==> src/rtl/dram_ref_pkg.sv <==
package dram_ref_pkg;
  typedef enum logic [1:0] {
    SQ_PAUSE,
    SQ_WAKE,
    SQ_RUN,
    SQ_RECOV
  } seq_state_t;

  typedef enum logic [1:0] {
    EN_IDLE,
    EN_LEAD,
    EN_ACTIVE,
    EN_PRECH
  } eng_phase_t;

  function automatic int max_of(input int a, input int b);
    return (a > b) ? a : b;
  endfunction
endpackage

==> src/rtl/dram_ref_timer.sv <==
module dram_ref_timer #(
  parameter int REFI_CYC = 3906
) (
  input  logic clk,
  input  logic rst,
  input  logic en,
  output logic tick
);
  localparam int TW = (REFI_CYC > 2) ? $clog2(REFI_CYC) : 1;
  localparam logic [TW-1:0] LAST = TW'(REFI_CYC - 1);

  logic [TW-1:0] cnt;

  always_ff @(posedge clk) begin
    if (rst || !en) begin
      cnt <= '0;
    end else if (cnt == LAST) begin
      cnt <= '0;
    end else begin
      cnt <= cnt + 1'b1;
    end
  end

  assign tick = en && (cnt == LAST);
endmodule

==> src/rtl/dram_owed_ctr.sv <==
module dram_owed_ctr #(
  parameter int MAX_OWED = 8
) (
  input  logic clk,
  input  logic rst,
  input  logic clr,
  input  logic inc,
  input  logic dec,
  output logic nonzero,
  output logic over
);
  localparam int OW = $clog2(MAX_OWED + 1);
  localparam logic [OW-1:0] FULL = OW'(MAX_OWED);

  logic [OW-1:0] owed;

  always_ff @(posedge clk) begin
    if (rst || clr) begin
      owed <= '0;
    end else if (inc && !dec && owed != FULL) begin
      owed <= owed + 1'b1;
    end else if (dec && !inc && owed != '0) begin
      owed <= owed - 1'b1;
    end
  end

  assign nonzero = (owed != '0);
  assign over    = inc && !dec && (owed == FULL);
endmodule

==> src/rtl/dram_colfirst_engine.sv <==
module dram_colfirst_engine
  import dram_ref_pkg::*;
#(
  parameter int CSR_CYC = 3,
  parameter int CHR_CYC = 3,
  parameter int RAS_CYC = 13,
  parameter int PRE_CYC = 8
) (
  input  logic clk,
  input  logic rst,
  input  logic start,
  output logic row_n,
  output logic col_n,
  output logic busy,
  output logic done
);
  localparam int SPAN = max_of(max_of(CSR_CYC, RAS_CYC), PRE_CYC);
  localparam int CW   = $clog2(SPAN + 1);
  localparam logic [CW-1:0] LEAD_END = CW'(CSR_CYC - 1);
  localparam logic [CW-1:0] HOLD_END = CW'(CHR_CYC - 1);
  localparam logic [CW-1:0] LOW_END  = CW'(RAS_CYC - 1);
  localparam logic [CW-1:0] PRE_END  = CW'(PRE_CYC - 1);

  eng_phase_t    ph;
  logic [CW-1:0] cnt;

  always_ff @(posedge clk) begin
    if (rst) begin
      ph    <= EN_IDLE;
      cnt   <= '0;
      row_n <= 1'b1;
      col_n <= 1'b1;
      done  <= 1'b0;
    end else begin
      done <= 1'b0;
      case (ph)
        EN_IDLE: begin
          if (start) begin
            col_n <= 1'b0;
            cnt   <= '0;
            ph    <= EN_LEAD;
          end
        end
        EN_LEAD: begin
          if (cnt == LEAD_END) begin
            row_n <= 1'b0;
            cnt   <= '0;
            ph    <= EN_ACTIVE;
          end else begin
            cnt <= cnt + 1'b1;
          end
        end
        EN_ACTIVE: begin
          if (cnt == HOLD_END) col_n <= 1'b1;
          if (cnt == LOW_END) begin
            row_n <= 1'b1;
            cnt   <= '0;
            ph    <= EN_PRECH;
          end else begin
            cnt <= cnt + 1'b1;
          end
        end
        default: begin
          if (cnt == PRE_END) begin
            done <= 1'b1;
            cnt  <= '0;
            ph   <= EN_IDLE;
          end else begin
            cnt <= cnt + 1'b1;
          end
        end
      endcase
    end
  end

  assign busy = (ph != EN_IDLE);
endmodule

==> src/rtl/dram_refresh_seq.sv <==
module dram_refresh_seq
  import dram_ref_pkg::*;
#(
  parameter int PAUSE_CYC   = 50000,
  parameter int WAKE_CYCLES = 8,
  parameter int REFI_CYC    = 3906,
  parameter int CSR_CYC     = 3,
  parameter int CHR_CYC     = 3,
  parameter int RAS_CYC     = 13,
  parameter int RP_CYC      = 8,
  parameter int CP_CYC      = 3,
  parameter int MAX_OWED    = 8
) (
  input  logic clk,
  input  logic rst,
  output logic seq_ready,
  output logic ref_req,
  input  logic ref_gnt,
  output logic row_strobe_n,
  output logic col_strobe_n,
  output logic pin_own,
  output logic overrun
);
  localparam int PRE_CYC = max_of(RP_CYC, CP_CYC);
  localparam int PW = (PAUSE_CYC > 2) ? $clog2(PAUSE_CYC) : 1;
  localparam int WW = $clog2(WAKE_CYCLES + 1);
  localparam logic [PW-1:0] PAUSE_END = PW'(PAUSE_CYC - 1);
  localparam logic [WW-1:0] WAKE_END  = WW'(WAKE_CYCLES - 1);

  seq_state_t    st;
  logic [PW-1:0] pcnt;
  logic [WW-1:0] wcnt;

  logic grant, eng_start, eng_busy, eng_done;
  logic tick, owed_nz, owed_over;

  assign grant     = ref_req && ref_gnt;
  assign eng_start = grant || (st == SQ_WAKE && !eng_busy && !eng_done);

  dram_ref_timer #(.REFI_CYC(REFI_CYC)) u_timer (
    .clk  (clk),
    .rst  (rst),
    .en   (st == SQ_RUN),
    .tick (tick)
  );

  dram_owed_ctr #(.MAX_OWED(MAX_OWED)) u_owed (
    .clk     (clk),
    .rst     (rst),
    .clr     (st != SQ_RUN),
    .inc     (tick),
    .dec     (eng_done && st == SQ_RUN),
    .nonzero (owed_nz),
    .over    (owed_over)
  );

  dram_colfirst_engine #(
    .CSR_CYC (CSR_CYC),
    .CHR_CYC (CHR_CYC),
    .RAS_CYC (RAS_CYC),
    .PRE_CYC (PRE_CYC)
  ) u_engine (
    .clk   (clk),
    .rst   (rst),
    .start (eng_start),
    .row_n (row_strobe_n),
    .col_n (col_strobe_n),
    .busy  (eng_busy),
    .done  (eng_done)
  );

  always_ff @(posedge clk) begin
    if (rst) begin
      st        <= SQ_PAUSE;
      pcnt      <= '0;
      wcnt      <= '0;
      seq_ready <= 1'b0;
      ref_req   <= 1'b0;
      pin_own   <= 1'b1;
      overrun   <= 1'b0;
    end else begin
      case (st)
        SQ_PAUSE: begin
          if (pcnt == PAUSE_END) begin
            st   <= SQ_WAKE;
            wcnt <= '0;
          end else begin
            pcnt <= pcnt + 1'b1;
          end
        end
        SQ_WAKE: begin
          if (eng_done) begin
            if (wcnt == WAKE_END) begin
              st        <= SQ_RUN;
              seq_ready <= 1'b1;
              overrun   <= 1'b0;
              pin_own   <= 1'b0;
            end else begin
              wcnt <= wcnt + 1'b1;
            end
          end
        end
        SQ_RUN: begin
          if (grant) begin
            ref_req <= 1'b0;
            pin_own <= 1'b1;
          end else if (!pin_own && owed_nz) begin
            ref_req <= 1'b1;
          end
          if (eng_done) pin_own <= 1'b0;
          if (owed_over) begin
            st        <= SQ_RECOV;
            seq_ready <= 1'b0;
            overrun   <= 1'b1;
          end
        end
        default: begin
          if (grant) begin
            ref_req <= 1'b0;
            pin_own <= 1'b1;
            st      <= SQ_WAKE;
            wcnt    <= '0;
          end else if (!pin_own) begin
            ref_req <= 1'b1;
          end
          if (eng_done) pin_own <= 1'b0;
        end
      endcase
    end
  end
endmodule

==> config.mk <==
export PLATFORM = sky130hd
export DESIGN_NAME = dram_refresh_seq
export DESIGN_NICKNAME = d
export VERILOG_FILES = /design/src/rtl/dram_ref_pkg.sv /design/src/rtl/dram_ref_timer.sv /design/src/rtl/dram_owed_ctr.sv /design/src/rtl/dram_colfirst_engine.sv /design/src/rtl/dram_refresh_seq.sv
export SDC_FILE = /design/constraint.sdc
export NUM_CORES = 1
export LEC_CHECK = 0
export ABC_AREA = 1
export BUFFER_PORTS_ARGS = -buffer_cell sky130_fd_sc_hd__buf_2
export CORE_ASPECT_RATIO = 0.75
export CORE_UTILIZATION = 35
export DETAILED_ROUTE_END_ITERATION = 7
export SKIP_LAST_GASP = 1
export SYNTH_ARGS = -nofsm -noshare
export SYNTH_HDL_FRONTEND = slang
export SYNTH_SLANG_ARGS = --single-unit
==> constraint.sdc <==
create_clock -name clk -period 4.87 [get_ports clk]
set_input_delay 0 -clock clk [delete_from_list [all_inputs] [get_ports clk]]
set_output_delay 0 -clock clk [all_outputs]
set_load 0.01 [all_outputs]
### After elaboration in Yosys (flattened, before gate mapping)

Cells that the tools add are included.
W data, S select, Z words.

* add/sub/neg operators: 6
* equality and inequality tests: 24
* muxes and demuxes: 46
* bitwise operators: 4
* reduce and logical (&&, ||, !) cells: 44

Operator list (number)
* $mux W4: 10
* $pmux W4 S3: 2
* $mux W2: 9
* $mux W1: 17
* $add A16 B1 Y16 const B: 1
* $eq A16 B16 Y1 const B: 1
* $add A12 B1 Y12 const B: 1
* $add A4 B1 Y4 const B: 3
* $eq A12 B12 Y1 const B: 1
* $pmux W1 S2: 6
* $pmux W2 S3: 2
* $reduce_and A4 Y1: 3
* $reduce_bool A2 Y1: 6
* $reduce_bool A4 Y1: 3
* $logic_and A1 B1 Y1: 11
* $ne A2 B1 Y1 const B: 5
* $ne A2 B2 Y1 const B: 5
* $reduce_and A5 Y1: 2
* $reduce_and A3 Y1: 3
* $eq A4 B3 Y1 const B: 2
* $eq A4 B4 Y1 const B: 2
* $logic_not A1 Y1: 6
* $eq A2 B1 Y1 const B: 2
* $eq A2 B2 Y1 const B: 2
* other kinds (12): 19

* bits in registers: 51
* input port bits: 3
* output and inout bits: 6
* logic and storage cells: 138

### Depth between registers and ports, before layout

* depth in word-level cells: 7
* mapped depth: 14
* gate-level depth less buffers: 14

### Modules after synthesis

Synthesis repeated with hierarchy kept, for this count alone.

* cells, all modules: 472
* area, all modules: 3110.5 um^2

By module, submodules not included
* dram_refresh_seq: instances 1, cells each 253, area an instance 1585.3 um^2, sequential area each 520.5 um^2
* dram_ref_timer: instances 1, cells each 89, area an instance 620.6 um^2, sequential area each 240.2 um^2
* dram_colfirst_engine: instances 1, cells each 84, area an instance 570.5 um^2, sequential area each 180.2 um^2
* dram_owed_ctr: instances 1, cells each 46, area an instance 334.1 um^2, sequential area each 80.1 um^2

### Least setup slack after synthesis

OpenSTA, ideal clock, no wires.

* kind: reg2reg
* from: reg st[0]
* to: reg u_owed.owed[3]
* setup time: 115 ps
* arrival time: 1995 ps
* required time: 4755 ps
* setup slack: 2760 ps
* stages on the path, launching flop included: 15
* path buffers: 0
* period minus slack after synthesis: 2110 ps
* cell sequence: dfxtp_1 inv_1 ha_1 inv_1 nor2_1 nand4_2 ha_1 nand2_1 nand2_1 a31oi_1 inv_1 nand2_1 nand3_1 nand2_1 nor2_1

* longest elaborated chain between the ends: 6
* elaborated cells between the ends (all ways): 13
* those cells by class: eq/ne (2); mux (1); reduce/logical (10)

Ends and longest elaborated chain
* start: declaration: line dram_refresh_seq.sv:30 `seq_state_t st;`
* start signal: assignment: line dram_refresh_seq.sv:74 `st <= SQ_PAUSE;`
* start signal: assignment: line dram_refresh_seq.sv:85 `st <= SQ_WAKE;`
* start signal: assignment: line dram_refresh_seq.sv:94 `st <= SQ_RUN;`
* $eq A2 B2 Y1 (*): line dram_refresh_seq.sv:43 `.en (st == SQ_RUN),`
* named net u_timer.en: line dram_ref_timer.sv:6 `input logic en,`
* $logic_and A1 B1 Y1, on equally long branches: line dram_refresh_seq.sv:52, dram_ref_timer.sv:24
* $logic_not A1 Y1, on equally long branches: line dram_owed_ctr.sv:20, dram_owed_ctr.sv:22
* $logic_and A1 B1 Y1, on equally long branches (2 in series): line dram_owed_ctr.sv:20, dram_owed_ctr.sv:22
* $mux W4 / $reduce_bool A2 Y1 (equally long branches)
* end signal: assignment: line dram_owed_ctr.sv:21 `owed <= owed + 1'b1;`
* end signal: assignment: line dram_owed_ctr.sv:23 `owed <= owed - 1'b1;`
* end: declaration: line dram_owed_ctr.sv:15 `logic [OW-1:0] owed;`

Mark *: on every way through the listed nets, which the timed path passes. The rest lies on a longest branch.
A chain may end at the register's enable or synchronous reset.

### Worst setup path after layout

Same ends and word-level chain as after synthesis.

==> results by group <==
Status
  – Status: complete, no violations

Layout
  – Share of layout cells above drive strength 1: 8.29%
  – Nets: 455
  – Area Overhead vs Synth: 7.49%
  – Multi-input gate area: 1660 um^2
  – Ant diodes: 0
  – Final Util: 39.4%
  – # fillers: 839
  – Design area: 3160 um^2
  – Reg area: 1020 um^2

Timing
  – Minimum clock period after layout: 2410 ps
  – Max-slew headroom: 65.3%
  – Final setup TNS: 0 ps
  – Clock skew: 9.02 ps
  – Final Setup Violations: 0
  – Hold Vio Cnt, Final: 0
  – Final period util: 49.5%
  – Max Clock Freq: 415 MHz
  – Fin. max-slew vios: 0
  – Final WS setup: 2460 ps
  – RSZ-0062 raised after global routing: no
  – Worst slew pin tran: 520 ps

Place
  – Number of I/O port buffers: 8
  – Post-DP Area: 3060 um^2
  – Dpl ws: 2470 ps
  – HPWL after DPL: 4360 um
  – Final Wtd Congestion: 0.837

Die
  – Die Wd: 108 um
  – Initial core utilization: 36.7%
  – Core Box Area: 8020 um^2
  – FP Rows: 28
  – I/O pins: 9
  – Die height: 81.4 um
  – Die area: 8780 um^2

Critical path
  – Critical Path Start Type: register
  – Reg2Reg Depth: 12
  – Crit end category: register
  – Critical path arrival: 2620 ps
  – Reg2reg end: u_owed.owed[3]$_SDFFE_PP0P_
  – CP required: 5080 ps
  – Crit path max fanout: 10
  – Crit Path Class: register to register
  – Reg-to-Reg Start: st[0]$_SDFFE_PP0P_
  – Reg2Reg Setup Slack: 2460 ps

Routing
  – Vias: 2,558
  – DRT iter0 DRCs: 123
  – Drc violations: 0
  – Routed vias/inst: 4.75
  – Total Wirelength: 5860 um
  – Pre-Repair DR Iteration Count: 4
  – Wirelength per Cell: 10.9 um
  – DRT antenna net count: 0

Global route
  – First-pass GRT wire length: 10,500 um
  – Pin count of the biggest net entering global routing: 24
  – Total GRT Usage: 15.3%
  – Initial antenna violation count: 0
  – Remaining global-route overflow: 0
  – Vias in the first global route: 2,366

Synthesis
  – Post-synth cell types: 38
  – Cells after Synth: 427
  – Yosys warning count: 0
  – Mapped cell area: 2940 um^2
  – Async S/R FF share, synth: 0%
  – EDFF count, synth: 0
  – Synthesis-stage register bit count: 51
  – Syn Nets: 448
  – Syn_area_per_cell: 6.89 um^2
  – Sequential share of the synthesized area: 34.7%
  – Top FF cell, synth: dfxtp_1

CTS
  – Clock Root Buffer: clkbuf_8
  – Clk sink count: 51
  – CTS tree: done
  – CTS Buffer Depth: 2
  – Reg clk slew, reported paths: 90 ps
  – Hold buffers post-CTS: 0
  – Post-cts resize count: 0
  – Post-CTS setup buffers: 0
  – CTS H-tree lvls: 2
  – Total clock buffers created by CTS: 5
  – Clock Latency Late Sink: 310 ps

Min path
  – Hold Path Cell Cnt: 2
  – Worst Hold Class: input port to register
  – Hold worst-path end: wcnt[1]$_SDFFE_PP0P_
  – Hold_sp: rst

Flow run
  – Max-cap violations: 0

Pwr
  – Static leakage: 1.17 nW
  – PwrDens: 267 nW/um^2
  – Worst vdd ir: 152 uV
  – Total chip power: 0.846 mW
-- per-stage QoR --
stage	hold slack, ps	cells
after floorplan	203	427
after global placement	419	532
after detailed placement	421	532
after CTS	128	539
after global routing	148	539
final	123	539
-- cells by family (layout without fill, tap and decap cells) --
kind of cell,Yosys count,count (layout),synth area share (%)
AND/OR/NAND/NOR,226,226,34.9
AO/OA/AOI/OAI,57,57,10.3
buffers and inverters,64,71,8.97
XOR/XNOR,11,11,3.28
adder cells (fa/ha/maj),18,18,7.91
flip-flops,51,51,34.7
-- worst max-delay path, stage by stage (launching register included) --
cell and delay (ps):
dfxtp_1 350, inv_1 90, ha_1 260, inv_1 120, nor2_1 160, nand4_2 280
ha_1 410, nand2_1 80, nand2_1 40, a31oi_1 200, nand2_1 110, a21oi_1 160
nor2_1 60
-- final cells by class --
class	count	area share, %
flip-flops and latches	51	32.3
inverters	56	6.65
repair buffers	8	1.27
clock buffers	6	2.30
multi-input cells	312	52.4
well taps	105	4.16
clock inverters	1	0.950
-- cell usage after synthesis, drive strengths merged (5+ instances only) --
cell type / n / area share (%)
nand2: 108 / 15
buf: 5 / 1.4
nand3: 30 / 5.1
nand4: 8 / 1.9
nor3: 17 / 3.2
dfxtp: 51 / 35
o21ai: 12 / 2.2
ha: 17 / 7.2
xor2: 10 / 3.0
nor2: 53 / 7.7
a21oi: 41 / 7.1
inv: 56 / 7.1
-- registers in the layout, indices dropped and copies added (netlist names), 2 cells and up --
name	flops
u_engine.ph	2
st	2
pcnt	16
u_engine.cnt	4
u_owed.owed	4
u_timer.cnt	12
wcnt	4
-- worst max path at each step --
stage                                  start                          end  slack [ps]  cells past startpoint
final                     st[0]$_SDFFE_PP0P_  u_owed.owed[3]$_SDFFE_PP0P_        2460                     12
after global routing      st[0]$_SDFFE_PP0P_  u_owed.owed[3]$_SDFFE_PP0P_        2170                     14
after CTS                 st[0]$_SDFFE_PP0P_  u_owed.owed[3]$_SDFFE_PP0P_        2470                     12
after detailed placement  st[0]$_SDFFE_PP0P_  u_owed.owed[3]$_SDFFE_PP0P_        2470                     12
after global placement    st[0]$_SDFFE_PP0P_  u_owed.owed[3]$_SDFFE_PP0P_        2620                     14
after floorplan           st[0]$_SDFFE_PP0P_  u_owed.owed[3]$_SDFFE_PP0P_        2760                     14
-- cells in the final DEF (no fill, tap or decap) --
| cell type | count |
|---|---|
| nor2_4 | 2 |
| nand2_4 | 2 |
| nand4_1 | 7 |
| o21ai_0 | 10 |
| o211ai_1 | 2 |
| nand4_2 | 1 |
| inv_1 | 53 |
| a21oi_1 | 40 |
| fa_1 | 1 |
| a21oi_2 | 1 |
| or2_1 | 1 |
| nand2_1 | 102 |
| o21ai_2 | 1 |
| clkbuf_8 | 5 |
| nor3_1 | 15 |
| inv_2 | 3 |
| nor4_1 | 1 |
| nand3b_1 | 2 |
| a31oi_1 | 1 |
| dfxtp_1 | 51 |
| bufinv_16 | 1 |
| buf_2 | 8 |
| ha_1 | 17 |
| clkbuf_1 | 1 |
| o21ai_1 | 1 |
| nor3_2 | 2 |
| nand2_2 | 4 |
| nor2_1 | 46 |
| nor2_2 | 5 |
| or2_0 | 1 |
| and2_1 | 1 |
| or2_2 | 1 |
| xnor2_1 | 1 |
| nor3b_1 | 2 |
| o21a_1 | 1 |
| xor2_1 | 10 |
| nand3_1 | 30 |
| and3_1 | 1 |
-- power by group --
group / leakage (nW) / internal (mW) / total (mW) / switching, mW
clock: 0.0513 / 0.151 / 0.291 / 0.140
combinational: 0.711 / 0.0404 / 0.115 / 0.0749
sequential: 0.412 / 0.430 / 0.439 / 0.00912
-- layer usage --
metal | share of wire [%] | vias up | global-route usage [%]
met4 | 0.82 | 0 | 3.70
met2 | 41 | 40 | 23.7
met1 | 54 | 1129 | 20.6
met3 | 4.2 | 4 | 4.57
met5 | 0 | - | 0
li1 | - | 1385 | -
Power figures use the tool's default switching activity.
